<file path="src/rtl/seg_retry_pkg.sv">
package seg_retry_pkg;

    typedef enum logic [2:0] {
        PAIR_IDLE  = 3'd0,
        PAIR_WAIT  = 3'd1,
        PAIR_RETRY = 3'd2,
        PAIR_ACKED = 3'd3,
        PAIR_DEAD  = 3'd4
    } pair_state_e;

    typedef enum logic [1:0] {
        MSG_IDLE   = 2'd0,
        MSG_ACTIVE = 2'd1,
        MSG_FINAL  = 2'd2
    } msg_state_e;

    localparam logic [1:0] STAT_IDLE = 2'd0;
    localparam logic [1:0] STAT_BUSY = 2'd1;
    localparam logic [1:0] STAT_OK   = 2'd2;
    localparam logic [1:0] STAT_FAIL = 2'd3;

endpackage

</file>
<file path="src/rtl/seg_pair_cell.sv">
module seg_pair_cell
    import seg_retry_pkg::*;
#(
    parameter int MAX_RETRY = 3,
    parameter int WD_LIMIT  = 16,
    localparam int CNT_W = $clog2(MAX_RETRY + 1),
    localparam int WD_W  = $clog2(WD_LIMIT + 1)
) (
    input  logic        clk,
    input  logic        rst_n,
    input  logic        clear,
    input  logic        rearm,
    input  logic        abandon,
    input  logic        active,
    input  logic        sent_hit,
    input  logic        rsp_hit,
    input  logic        rsp_ok,
    input  logic        wd_tick,
    input  logic        grant,
    output pair_state_e state_o,
    output logic        pending_o
);

    pair_state_e            st_q, st_d;
    logic [CNT_W-1:0]       cnt_q, cnt_d;
    logic [WD_W-1:0]        wd_q, wd_d;
    logic                   fail_now;

    always_ff @(posedge clk or negedge rst_n) begin
        if (!rst_n) begin
            st_q  <= PAIR_IDLE;
            cnt_q <= '0;
            wd_q  <= '0;
        end else begin
            st_q  <= st_d;
            cnt_q <= cnt_d;
            wd_q  <= wd_d;
        end
    end

    always_comb begin
        st_d     = st_q;
        cnt_d    = cnt_q;
        wd_d     = wd_q;
        fail_now = 1'b0;
        if (clear || rearm) begin
            st_d  = PAIR_IDLE;
            cnt_d = '0;
            wd_d  = '0;
        end else if (active) begin
            unique case (st_q)
                PAIR_IDLE: begin
                    if (abandon) begin
                        st_d = PAIR_DEAD;
                    end else if (sent_hit) begin
                        st_d = PAIR_WAIT;
                        wd_d = '0;
                    end
                end
                PAIR_WAIT: begin
                    if (abandon) begin
                        st_d = PAIR_DEAD;
                    end else if (rsp_hit && rsp_ok) begin
                        st_d = PAIR_ACKED;
                    end else if ((rsp_hit && !rsp_ok) ||
                                 (wd_tick && wd_q == WD_W'(WD_LIMIT - 1))) begin
                        fail_now = 1'b1;
                    end else if (wd_tick) begin
                        wd_d = wd_q + 1'b1;
                    end
                    if (fail_now) begin
                        if (cnt_q == CNT_W'(MAX_RETRY)) begin
                            st_d = PAIR_DEAD;
                        end else begin
                            st_d  = PAIR_RETRY;
                            cnt_d = cnt_q + 1'b1;
                        end
                    end
                end
                PAIR_RETRY: begin
                    if (abandon) begin
                        st_d = PAIR_DEAD;
                    end else if (grant) begin
                        st_d = PAIR_WAIT;
                        wd_d = '0;
                    end
                end
                default: begin
                    st_d = st_q;
                end
            endcase
        end
    end

    assign state_o   = st_q;
    assign pending_o = (st_q == PAIR_RETRY);

    AST_RETRY_CAP: assert property (@(posedge clk) disable iff (!rst_n)
        cnt_q <= CNT_W'(MAX_RETRY));
    AST_WD_BOUND: assert property (@(posedge clk) disable iff (!rst_n)
        (st_q == PAIR_WAIT) |-> (wd_q < WD_W'(WD_LIMIT)));
    AST_ACK_STICKY: assert property (@(posedge clk) disable iff (!rst_n)
        (st_q == PAIR_ACKED && !clear && !rearm) |=> (st_q == PAIR_ACKED));
    AST_DEAD_STICKY: assert property (@(posedge clk) disable iff (!rst_n)
        (st_q == PAIR_DEAD && !clear && !rearm) |=> (st_q == PAIR_DEAD));
    AST_GRANT_PENDING: assert property (@(posedge clk) disable iff (!rst_n)
        grant |-> (st_q == PAIR_RETRY));
    AST_ACK_CAUSE: assert property (@(posedge clk) disable iff (!rst_n)
        (st_q == PAIR_ACKED && $past(st_q) != PAIR_ACKED) |-> $past(rsp_hit && rsp_ok));

endmodule

</file>
<file path="src/rtl/retry_pick.sv">
module retry_pick #(
    parameter int N = 8,
    localparam int IW = (N > 1) ? $clog2(N) : 1
) (
    input  logic [N-1:0]  req,
    output logic [N-1:0]  grant,
    output logic          any,
    output logic [IW-1:0] idx
);

    always_comb begin
        grant = '0;
        idx   = '0;
        for (int i = N - 1; i >= 0; i--) begin
            if (req[i]) begin
                grant    = '0;
                grant[i] = 1'b1;
                idx      = IW'(i);
            end
        end
        any = |req;
    end

endmodule

</file>
<file path="src/rtl/msg_ctrl_fsm.sv">
module msg_ctrl_fsm
    import seg_retry_pkg::*;
#(
    parameter int N_DEST = 4
) (
    input  logic              clk,
    input  logic              rst_n,
    input  logic              start,
    input  logic              resend,
    input  logic              all_resolved,
    input  logic [N_DEST-1:0] dest_failed,
    output logic              active,
    output logic              clear,
    output logic [N_DEST-1:0] rearm,
    output logic [N_DEST-1:0] resend_mask,
    output logic [1:0]        msg_status,
    output logic              done_pulse
);

    msg_state_e state_q, state_d;
    logic       pulse_q;
    logic       resend_take;

    assign resend_take = resend && (state_q == MSG_FINAL) && (|dest_failed);

    always_comb begin
        state_d = state_q;
        unique case (state_q)
            MSG_IDLE: begin
                if (start) state_d = MSG_ACTIVE;
            end
            MSG_ACTIVE: begin
                if (start)             state_d = MSG_ACTIVE;
                else if (all_resolved) state_d = MSG_FINAL;
            end
            MSG_FINAL: begin
                if (start || resend_take) state_d = MSG_ACTIVE;
            end
            default: state_d = MSG_IDLE;
        endcase
    end

    always_ff @(posedge clk or negedge rst_n) begin
        if (!rst_n) begin
            state_q <= MSG_IDLE;
            pulse_q <= 1'b0;
        end else begin
            state_q <= state_d;
            pulse_q <= (state_q == MSG_ACTIVE) && !start && all_resolved;
        end
    end

    always_comb begin
        active      = (state_q == MSG_ACTIVE);
        clear       = start;
        rearm       = resend_take ? dest_failed : '0;
        resend_mask = '0;
        done_pulse  = pulse_q;
        unique case (state_q)
            MSG_IDLE:   msg_status = STAT_IDLE;
            MSG_ACTIVE: msg_status = STAT_BUSY;
            MSG_FINAL: begin
                msg_status  = (|dest_failed) ? STAT_FAIL : STAT_OK;
                resend_mask = dest_failed;
            end
            default:    msg_status = STAT_IDLE;
        endcase
    end

    AST_PULSE_SINGLE: assert property (@(posedge clk) disable iff (!rst_n)
        done_pulse |=> !done_pulse);
    AST_FINAL_HOLD: assert property (@(posedge clk) disable iff (!rst_n)
        (state_q == MSG_FINAL && !start && !(|dest_failed)) |=> (state_q == MSG_FINAL));
    AST_START_BUSY: assert property (@(posedge clk) disable iff (!rst_n)
        start |=> (msg_status == STAT_BUSY));

endmodule

</file>
<file path="src/rtl/seg_retry_tracker.sv">
module seg_retry_tracker
    import seg_retry_pkg::*;
#(
    parameter int N_DEST    = 4,
    parameter int N_SEG     = 8,
    parameter int MAX_RETRY = 3,
    parameter int WD_LIMIT  = 16,
    localparam int SEG_W  = (N_SEG > 1) ? $clog2(N_SEG) : 1,
    localparam int DEST_W = (N_DEST > 1) ? $clog2(N_DEST) : 1,
    localparam int N_PAIR = N_DEST * N_SEG,
    localparam int PAIR_W = (N_PAIR > 1) ? $clog2(N_PAIR) : 1
) (
    input  logic              clk,
    input  logic              rst_n,
    input  logic              msg_start,
    input  logic              msg_resend,
    input  logic              sent_vld,
    input  logic [SEG_W-1:0]  sent_seg,
    input  logic [DEST_W-1:0] sent_dest,
    input  logic              rsp_vld,
    input  logic [SEG_W-1:0]  rsp_seg,
    input  logic [DEST_W-1:0] rsp_dest,
    input  logic              rsp_ok,
    input  logic              wd_tick,
    output logic              retry_vld,
    output logic [SEG_W-1:0]  retry_seg,
    output logic [DEST_W-1:0] retry_dest,
    output logic [N_DEST-1:0] dest_done,
    output logic [N_DEST-1:0] dest_failed,
    output logic [N_DEST-1:0] resend_mask,
    output logic [1:0]        msg_status,
    output logic              done_pulse
);

    logic [N_DEST-1:0][N_SEG-1:0] pair_acked;
    logic [N_DEST-1:0][N_SEG-1:0] pair_dead;
    logic [N_PAIR-1:0]            pick_req;
    logic [N_PAIR-1:0]            pick_grant;
    logic [PAIR_W-1:0]            pick_idx;
    logic                         ctl_active;
    logic                         ctl_clear;
    logic [N_DEST-1:0]            ctl_rearm;
    logic                         all_resolved;

    for (genvar gd = 0; gd < N_DEST; gd++) begin : g_dest
        for (genvar gs = 0; gs < N_SEG; gs++) begin : g_seg
            localparam int IDX = gd * N_SEG + gs;
            logic        sent_hit;
            logic        rsp_hit;
            logic        pend;
            pair_state_e st;

            assign sent_hit = sent_vld && (sent_dest == DEST_W'(gd)) && (sent_seg == SEG_W'(gs));
            assign rsp_hit  = rsp_vld  && (rsp_dest  == DEST_W'(gd)) && (rsp_seg  == SEG_W'(gs));

            seg_pair_cell #(
                .MAX_RETRY (MAX_RETRY),
                .WD_LIMIT  (WD_LIMIT)
            ) u_cell (
                .clk       (clk),
                .rst_n     (rst_n),
                .clear     (ctl_clear),
                .rearm     (ctl_rearm[gd]),
                .abandon   (dest_failed[gd]),
                .active    (ctl_active),
                .sent_hit  (sent_hit),
                .rsp_hit   (rsp_hit),
                .rsp_ok    (rsp_ok),
                .wd_tick   (wd_tick),
                .grant     (pick_grant[IDX]),
                .state_o   (st),
                .pending_o (pend)
            );

            assign pair_acked[gd][gs] = (st == PAIR_ACKED);
            assign pair_dead[gd][gs]  = (st == PAIR_DEAD);
            assign pick_req[IDX]      = pend && !dest_failed[gd];
        end
        assign dest_done[gd]   = &pair_acked[gd];
        assign dest_failed[gd] = |pair_dead[gd];
    end

    assign all_resolved = &(dest_done | dest_failed);

    retry_pick #(.N(N_PAIR)) u_pick (
        .req   (pick_req),
        .grant (pick_grant),
        .any   (retry_vld),
        .idx   (pick_idx)
    );

    assign retry_dest = DEST_W'(32'(pick_idx) / N_SEG);
    assign retry_seg  = SEG_W'(32'(pick_idx) % N_SEG);

    msg_ctrl_fsm #(.N_DEST(N_DEST)) u_fsm (
        .clk          (clk),
        .rst_n        (rst_n),
        .start        (msg_start),
        .resend       (msg_resend),
        .all_resolved (all_resolved),
        .dest_failed  (dest_failed),
        .active       (ctl_active),
        .clear        (ctl_clear),
        .rearm        (ctl_rearm),
        .resend_mask  (resend_mask),
        .msg_status   (msg_status),
        .done_pulse   (done_pulse)
    );

    AST_RETRY_NOT_DONE: assert property (@(posedge clk) disable iff (!rst_n)
        retry_vld |-> !dest_done[retry_dest]);
    AST_MASK_DISJOINT: assert property (@(posedge clk) disable iff (!rst_n)
        (resend_mask & dest_done) == '0);
    AST_QUIET_FINAL: assert property (@(posedge clk) disable iff (!rst_n)
        (msg_status == STAT_OK || msg_status == STAT_FAIL) |-> !retry_vld);

endmodule

</file>
<file path="config.mk">
export PLATFORM = sky130hd
export DESIGN_NAME = seg_retry_tracker
export DESIGN_NICKNAME = d
export VERILOG_FILES = /design/src/rtl/seg_retry_pkg.sv /design/src/rtl/seg_pair_cell.sv /design/src/rtl/retry_pick.sv /design/src/rtl/msg_ctrl_fsm.sv /design/src/rtl/seg_retry_tracker.sv
export SDC_FILE = /design/constraint.sdc
export NUM_CORES = 1
export LEC_CHECK = 0
export ABC_CLOCK_PERIOD_IN_PS = 8300
export BUFFER_PORTS_ARGS = -buffer_cell sky130_fd_sc_hd__buf_2
export CAP_MARGIN = 25
export CELL_PAD_IN_SITES_DETAIL_PLACEMENT = 0
export CELL_PAD_IN_SITES_GLOBAL_PLACEMENT = 2
export CORE_ASPECT_RATIO = 1.4
export CORE_UTILIZATION = 44
export CTS_BUF_LIST = sky130_fd_sc_hd__clkbuf_2
export CTS_CLUSTER_DIAMETER = 120
export DETAILED_ROUTE_END_ITERATION = 10
export GPL_ROUTABILITY_DRIVEN = 0
export HOLD_SLACK_MARGIN = 0.06
export PLACE_DENSITY = 0.84
export SLEW_MARGIN = 0
export SYNTH_ARGS = -nofsm -noshare
export SYNTH_HDL_FRONTEND = slang
export SYNTH_SLANG_ARGS = --single-unit
</file>
<file path="constraint.sdc">
create_clock -name clk -period 8.3 [get_ports clk]
set_input_delay 0.83 -clock clk [delete_from_list [all_inputs] [get_ports clk]]
set_output_delay 0.83 -clock clk [all_outputs]
set_load 0.01 [all_outputs]
</file>
==> reports/metrics.cfg, run 1 <==
[outcome]
run_status=finished clean

[worst_setup_path]
crit_slowest_cell=sky130_fd_sc_hd__and4_1
critPathCaptureType=output port
critPathRequiredTime_ns=7.47
critPathArrivalTime_ns=4.52
crit_path_max_fanout=18
crit_top_cell=sky130_fd_sc_hd__a21oi_1
critPathLaunchType=flip-flop
crit_path_max_incr_delay_ns=0.81
critical_path.cell_chain=inv_1, a32oi_1, and4_1, inv_2, a211oi_1, a21oi_1, a21oi_1, o22ai_1, a21oi_1, buf_2
timing.setup.critical_path_class=flip-flop to output port

[logic_synthesis]
synthDistinctLibCells=96
syn_area_sq_um=21500
synth_seq_area_share=0.376
ys_seq_elements=323
post_synth_top_cells=323 x sky130_fd_sc_hd__dfrtp_1, 290 x sky130_fd_sc_hd__nand2_1, 290 x sky130_fd_sc_hd__nor2_1
post_synth_arst_share=1.00
yosys_warnings=0
netlist_instances=2528
number_of_enable_flip_flop_cells_after_synthesis=0
synth.top_cell.area_share=0.376
synth_top_cell_by_area=sky130_fd_sc_hd__dfrtp_1
ys_dominant_reg_cell=sky130_fd_sc_hd__dfrtp_1
synth_area_per_cell_sq_um=8.50
mappedNetlistNets=2647
synthTopCellsByArea=sky130_fd_sc_hd__dfrtp_1 38%, sky130_fd_sc_hd__ha_1 5.9%, sky130_fd_sc_hd__nand2_1 5.1%
synthMostInstantiatedCell=sky130_fd_sc_hd__dfrtp_1

[grt]
grt_use_total=0.285
global_route_wire_length_before_repair_um=111000
grt_remaining_overflow=0
antenna_violations_before_repair=3
grt_start_max_net_pins=83
via_count_of_the_first_global_routing_pass=20100

[timing]
timing_worst_slew_pin_value_ns=1.08
setup_viol_count_final=0
finalMaxSlewViolations=0
post-route-min-period_ns=5.35
report.final.hold_viol_count=0
holdWs_ns=0.283
grt_setup_unrepaired=false
post-route-period-util=0.644
max_slew_margin=0.274
timing.setup.tns_ns=0
maxClockFrequency_mhz=187
final.setup_skew_ns=0.0741

[clock_network]
tritoncts=yes
tritoncts_num_sinks=323
h_tree_level_count=3
cts_clk_pin_slew_worst_paths_ns=0.10
worst_skew_pair.late_latency_ns=1.12
number_of_buffers_inserted_by_post_cts_setup_repair=0
cts_hold_buf=1
cts_made_buffers=90
cts_resized=0
cell_at_the_root_of_the_clock_tree=sky130_fd_sc_hd__clkbuf_2
maximum_number_of_buffers_from_clock_root_to_sink=3

[placed_design]
place.detailed.instances=3100
post-dp-hpwl_um=47700
io_buffer_count=38

[die]
number_of_primary_i_o_pins=39
effective_utilization_at_floorplan=0.446
design.die.area_sq_um=49700
floorplan.rows=95
chipWidth_um=189
core_region_area_sq_um=48100
die_h_um=264

[detailed_routing]
antenna_left=0
vias_per_cell=6.13
detail_route.wl_per_cell_um=21.5
drt_drc_violations_left=0
finalWirelength_um=70200
initialDrtViolationCount=1414
firstDrtPassIters=6
vias=20000

[layout]
instances_no_fill=3265
seqCellArea_sq_um=8080
areaGrowthSynthToFinish_pct=7.69
fillCellCount=4812
final_layout_size_suffix_gt1_frac=0.127
finalNetCount=2683
multiInputGateArea_sq_um=12600

[power]
leak_pwr_nw=10.1
irDropWorstVdd_v=0.000105
power_per_standard_cell_area_nw_per_um2=186
totalPowerFinal_w=0.00432

[flow_run]
max_cap_viols=0

[worst_hold_path]
min_path_type=primary input to flip-flop

-- cells by family after synthesis --
logic type               Yosys count  share of synthesized area
AO/OA/AOI/OAI                    635                      0.197
buffers and inverters            205                     0.0380
flip-flops                       323                      0.376
multiplexers                     113                     0.0559
adder cells (fa/ha/maj)          101                     0.0588
XOR/XNOR                          36                     0.0147
AND/OR/NAND/NOR                 1115                      0.259
-- worst max-delay path, delay by kind of cell (launching register included) --
family	cells	cell delay [ns]
compound gates	6	1.42
simple gates	1	0.81
buf+inv	3	0.72
flops	1	0.46
-- through the flow --
stage,worst slack [ns],cell area [sq um],util
floorplan,5.09,21500,-
global placement,4.29,22200,0.462
detailed placement,4.19,22200,0.462
CTS,2.90,23100,0.480
global route,2.80,23100,0.481
finish,2.95,23100,0.481
-- power breakdown --
| group | internal [W] | leakage (nW) | switching, W |
|---|---|---|---|
| clock | 0.000518 | 0.648 | 0.000746 |
| combinational | 0.000409 | 4.96 | 0.000835 |
| sequential | 0.00165 | 4.45 | 0.000155 |
| total | 0.00258 | 10.1 | 0.00174 |
-- per-layer routing --
metal	share of wire	GRT usage	up-vias
met5	0.00034	0	-
met3	0.064	0.0583	165
li1	-	-	9407
met4	0.041	0.141	4
met2	0.47	0.458	621
met1	0.43	0.362	9809
-- layout by cell type (no fill, tap or decap), types with 21 or more instances in the layout --
cell type                  Yosys  final
sky130_fd_sc_hd__and2_1       35     35
sky130_fd_sc_hd__nor3b_1      49     45
sky130_fd_sc_hd__xnor2_1      21     21
sky130_fd_sc_hd__nand2_1     290    290
sky130_fd_sc_hd__nand2b_1     30     30
sky130_fd_sc_hd__o31ai_1      48     48
sky130_fd_sc_hd__inv_1        75     75
sky130_fd_sc_hd__dfrtp_1     323    323
sky130_fd_sc_hd__a211oi_1     28     28
sky130_fd_sc_hd__nand3_1     119    119
sky130_fd_sc_hd__nor2_1      290    290
sky130_fd_sc_hd__mux2i_1      56     56
sky130_fd_sc_hd__clkbuf_2      2    132
sky130_fd_sc_hd__buf_4         7     29
sky130_fd_sc_hd__ha_1        101    101
sky130_fd_sc_hd__a31oi_1      29     29
sky130_fd_sc_hd__mux2_2       56     56
sky130_fd_sc_hd__o21ai_0     172    170
sky130_fd_sc_hd__nor3_1       56     54
sky130_fd_sc_hd__clkinv_1      1     22
sky130_fd_sc_hd__buf_2        12     37
sky130_fd_sc_hd__and3_1       68     68
sky130_fd_sc_hd__a22oi_1      29     29
sky130_fd_sc_hd__a21oi_1     132    130
sky130_fd_sc_hd__nand4_1      36     36
-- path summary, 6_finish.rpt --
check,cells after the start,from,slack [ns],end
max in group asynchronous,3,rst_n,6.54,g_dest[1].g_seg[4].u_cell.state_o[2]
worst min-delay path,5,msg_resend,0.28,u_fsm.state_q[1]
worst min register to register,1,g_dest[0].g_seg[6].u_cell.wd_q[3],0.48,g_dest[0].g_seg[6].u_cell.wd_q[3]
min in group asynchronous,2,rst_n,0.35,g_dest[2].g_seg[1].u_cell.wd_q[1]
worst max register to register,10,g_dest[1].g_seg[1].u_cell.state_o[0],4.61,g_dest[2].g_seg[7].u_cell.wd_q[3]
worst max-delay path,10,g_dest[3].g_seg[3].u_cell.state_o[1],2.95,retry_seg[2]
-- final cells by class --
cell class              instances  area share
well taps                     630      0.0341
inverters                      79      0.0129
clock inverters                30     0.00849
repair buffers                 70      0.0201
multi-input cells            2000       0.547
flip-flops and latches        323       0.349
diodes                          1    0.000108
clock buffers                 132      0.0285
-- flip-flops by register name, indices dropped and copies added (netlist names) --
signal / cells
g_dest.g_seg.u_cell.state_o: 96
u_fsm.state_q: 2
g_dest.g_seg.u_cell.cnt_q: 64
u_fsm.done_pulse: 1
g_dest.g_seg.u_cell.wd_q: 160
No activity file was read; power rests on OpenSTA's default activity.
==> run 2: changes to the inputs <==
--- a/config.mk
+++ b/config.mk
@@ -5,19 +5,19 @@
 export SDC_FILE = /design/constraint.sdc
 export NUM_CORES = 1
 export LEC_CHECK = 0
-export ABC_CLOCK_PERIOD_IN_PS = 8300
+export ABC_CLOCK_PERIOD_IN_PS = 4300
 export BUFFER_PORTS_ARGS = -buffer_cell sky130_fd_sc_hd__buf_2
 export CAP_MARGIN = 25
 export CELL_PAD_IN_SITES_DETAIL_PLACEMENT = 0
 export CELL_PAD_IN_SITES_GLOBAL_PLACEMENT = 2
 export CORE_ASPECT_RATIO = 1.4
-export CORE_UTILIZATION = 44
+export CORE_UTILIZATION = 37
 export CTS_BUF_LIST = sky130_fd_sc_hd__clkbuf_2
 export CTS_CLUSTER_DIAMETER = 120
 export DETAILED_ROUTE_END_ITERATION = 10
 export GPL_ROUTABILITY_DRIVEN = 0
 export HOLD_SLACK_MARGIN = 0.06
-export PLACE_DENSITY = 0.84
+export PLACE_DENSITY = 0.75
 export SLEW_MARGIN = 0
 export SYNTH_ARGS = -nofsm -noshare
 export SYNTH_HDL_FRONTEND = slang
==> constraint.sdc (replaced) <==
create_clock -name clk -period 4.3 [get_ports clk]
set_input_delay 0.43 -clock clk [delete_from_list [all_inputs] [get_ports clk]]
set_output_delay 0.43 -clock clk [all_outputs]
set_load 0.01 [all_outputs]
==> reports/metrics.cfg, run 2 (same netlist as run 1, synthesis figures left out) <==
[outcome]
run_status=finished clean

[power]
power_per_standard_cell_area_nw_per_um2=353  ; +89%
leak_pwr_nw=10.3  ; +2.5%
irDropWorstVdd_v=0.000188  ; +80%
totalPowerFinal_w=0.00838  ; +94%

[worst_setup_path]
critPathArrivalTime_ns=3.74  ; -0.78 ns
reg2reg_from=g_dest[2].g_seg[4].u_cell.state_o[2]
regToRegSetupSlack_ns=0.93  ; -3.68 ns
cp-startpoint=g_dest[2].g_seg[7].u_cell.state_o[0]
critPathLaunchType=flip-flop
critPathCapture=retry_seg[1]
regToRegEndpoint=g_dest[3].g_seg[1].u_cell.wd_q[0]
crit_path_max_fanout=25  ; +7
critPathCaptureType=output port
timing.setup.critical_path_class=flip-flop to output port
length_in_cells_of_the_worst_reg_to_reg_path=7  ; -3
critPathRequiredTime_ns=3.87  ; -3.60 ns

[layout]
largest_register_ffs=160  ; unchanged
final_layout_size_suffix_gt1_frac=0.144  ; +0.0170
fin_area_sq_um=23700  ; +2.6%
finalNetCount=2738  ; +2.0%
final_common_cell=sky130_fd_sc_hd__dfrtp_1
max_flop_register=g_dest.g_seg.u_cell.wd_q
areaGrowthSynthToFinish_pct=10.5
mostFrequentLayoutCells=316 x sky130_fd_sc_hd__dfrtp_1, 290 x sky130_fd_sc_hd__nor2_1, 290 x sky130_fd_sc_hd__nand2_1
fillCellCount=5836  ; +21%
instances_no_fill=3430  ; +5.1%

[timing]
maxClockFrequency_mhz=240
timing.setup.tns_ns=0  ; unchanged
final.setup_skew_ns=0.104  ; +0.0302 ns
post-route-min-period_ns=4.17
post-route-period-util=0.971
holdWs_ns=0.208  ; -0.0758 ns
finalMaxSlewViolations=0  ; unchanged
setup_viol_count_final=0  ; unchanged
grt_setup_unrepaired=false
timing_worst_slew_pin_value_ns=0.976  ; -0.109 ns
max_slew_margin=0.348  ; +0.0744
report.final.hold_viol_count=0  ; unchanged

[grt]
antenna_violations_before_repair=6  ; +3
grt_start_max_net_pins=102  ; +23%
grt_remaining_overflow=0  ; unchanged
via_count_of_the_first_global_routing_pass=20000  ; -0.61%
grt_use_total=0.252  ; -0.0331
global_route_wire_length_before_repair_um=114000  ; +2.6%

[die]
die_h_um=287  ; +9.0%
number_of_primary_i_o_pins=39  ; unchanged
effective_utilization_at_floorplan=0.375  ; -0.0719
core_region_area_sq_um=57400  ; +19%
design.die.area_sq_um=59100  ; +19%
floorplan.rows=104  ; +9.5%
chipWidth_um=206  ; +9.0%

[placed_design]
io_buffer_count=38  ; unchanged
placed_area_sq_um=22700  ; +1.9%
post-dp-hpwl_um=51300  ; +7.3%
place.detailed.instances=3245  ; +4.7%

[clock_network]
worst_skew_pair.late_latency_ns=1.19  ; +0.07 ns
tritoncts_num_sinks=323  ; unchanged
maximum_number_of_buffers_from_clock_root_to_sink=3  ; unchanged
tritoncts=yes
cts_made_buffers=92  ; +2.2%
cell_at_the_root_of_the_clock_tree=sky130_fd_sc_hd__clkbuf_2
cts_clk_pin_slew_worst_paths_ns=0.08  ; -0.02 ns
h_tree_level_count=3  ; unchanged

[detailed_routing]
antenna_left=0  ; unchanged
firstDrtPassIters=6  ; unchanged
vias_per_cell=5.92  ; -3.4%
detail_route.wl_per_cell_um=21.5  ; +0.10%
finalWirelength_um=73800  ; +5.2%
initialDrtViolationCount=1457  ; +3.0%
vias=20300  ; +1.4%
drt_drc_violations_left=0  ; unchanged

[worst_hold_path]
min_path_type=primary input to flip-flop

[flow_run]
max_cap_viols=0  ; unchanged

run 2: cell count changes in the layout (fill, tap and decap cells not counted), sizes merged, moves of 2 or more:
cell	previous run	this run
bufinv	3	1
clkbuf	132	137
buf	68	110
diode	1	3
dlygate4sd3	1	13
clkinv	26	20
run 2: repair_timing:
action | in CTS | in global routing
endpoints found under the hold margin | 376 | 0
pin swaps | 0 | 1
endpoints found under the setup margin | 6 | 2
hold buffers | 14 | 0
buffers inserted | 0 | 7
gates resized for setup | 10 | 5
run 2: area by class of cell:
type / count / area (sq um) / share of cell area
tap: 742 / 928 / 0.0391
clock inverter: 23 / 118 / 0.00495
timing repair buffer: 123 / 950 / 0.0400
multi-input combinational: 2000 / 12700 / 0.533
clock buffer: 137 / 686 / 0.0289
antenna: 3 / 7.51 / 0.000316
inverter: 79 / 299 / 0.0126
sequential: 323 / 8090 / 0.341
run 2: worst max-delay path, stage by stage, from the launching register on:
cell	delay, ns
sky130_fd_sc_hd__dfrtp_1	0.46
sky130_fd_sc_hd__nor2_1	0.08
sky130_fd_sc_hd__a22o_1	0.27
sky130_fd_sc_hd__a221o_2	0.42
sky130_fd_sc_hd__nor2_8	0.16
sky130_fd_sc_hd__inv_4	0.16
sky130_fd_sc_hd__a31oi_1	0.22
sky130_fd_sc_hd__a2bb2oi_2	0.20
sky130_fd_sc_hd__o22ai_1	0.14
sky130_fd_sc_hd__a22oi_2	0.28
sky130_fd_sc_hd__buf_2	0.19
run 2: worst min-delay path by stage:
stage / cells past startpoint / from / endpoint
2_1_floorplan: 0 / rst_n / g_dest[0].g_seg[0].u_cell.cnt_q[0]
3_3_place_gp: 1 / g_dest[0].g_seg[4].u_cell.wd_q[3] / g_dest[0].g_seg[4].u_cell.wd_q[3]
3_5_place_dp: 1 / g_dest[2].g_seg[6].u_cell.wd_q[3] / g_dest[2].g_seg[6].u_cell.wd_q[3]
4_1_cts: 7 / rsp_dest[0] / g_dest[3].g_seg[5].u_cell.state_o[1]
5_1_grt: 7 / rsp_dest[0] / g_dest[3].g_seg[5].u_cell.state_o[1]
6_report: 5 / rsp_seg[2] / g_dest[1].g_seg[6].u_cell.state_o[1]
run 2: metal layers:
| metal | wire length, um | vias to the layer above | GRT usage | part of all wire |
|---|---|---|---|---|
| met3 | 4130 | 139 | 0.0400 | 0.056 |
| met5 | 36 | - | 0 | 0.00049 |
| met4 | 2150 | 6 | 0.104 | 0.029 |
| met2 | 35700 | 593 | 0.422 | 0.48 |
| li1 | - | 9514 | - | - |
| met1 | 31800 | 10000 | 0.320 | 0.43 |
run 2: report_power, final:
group          internal, W  leakage (nW)  total, W  switching, W
Clock             0.000901         0.624   0.00236       0.00146
Combinational     0.000856          5.24   0.00252       0.00166
Sequential         0.00319          4.44   0.00350      0.000310
Total              0.00494          10.3   0.00838       0.00344
run 2: per-stage QoR:
stage	utilization	setup slack, ns
after global routing	0.414	0.00953
after global placement	0.395	1.00
after CTS	0.412	-0.0394
after detailed placement	0.395	0.925
final	0.414	0.125
after floorplan	-	1.49
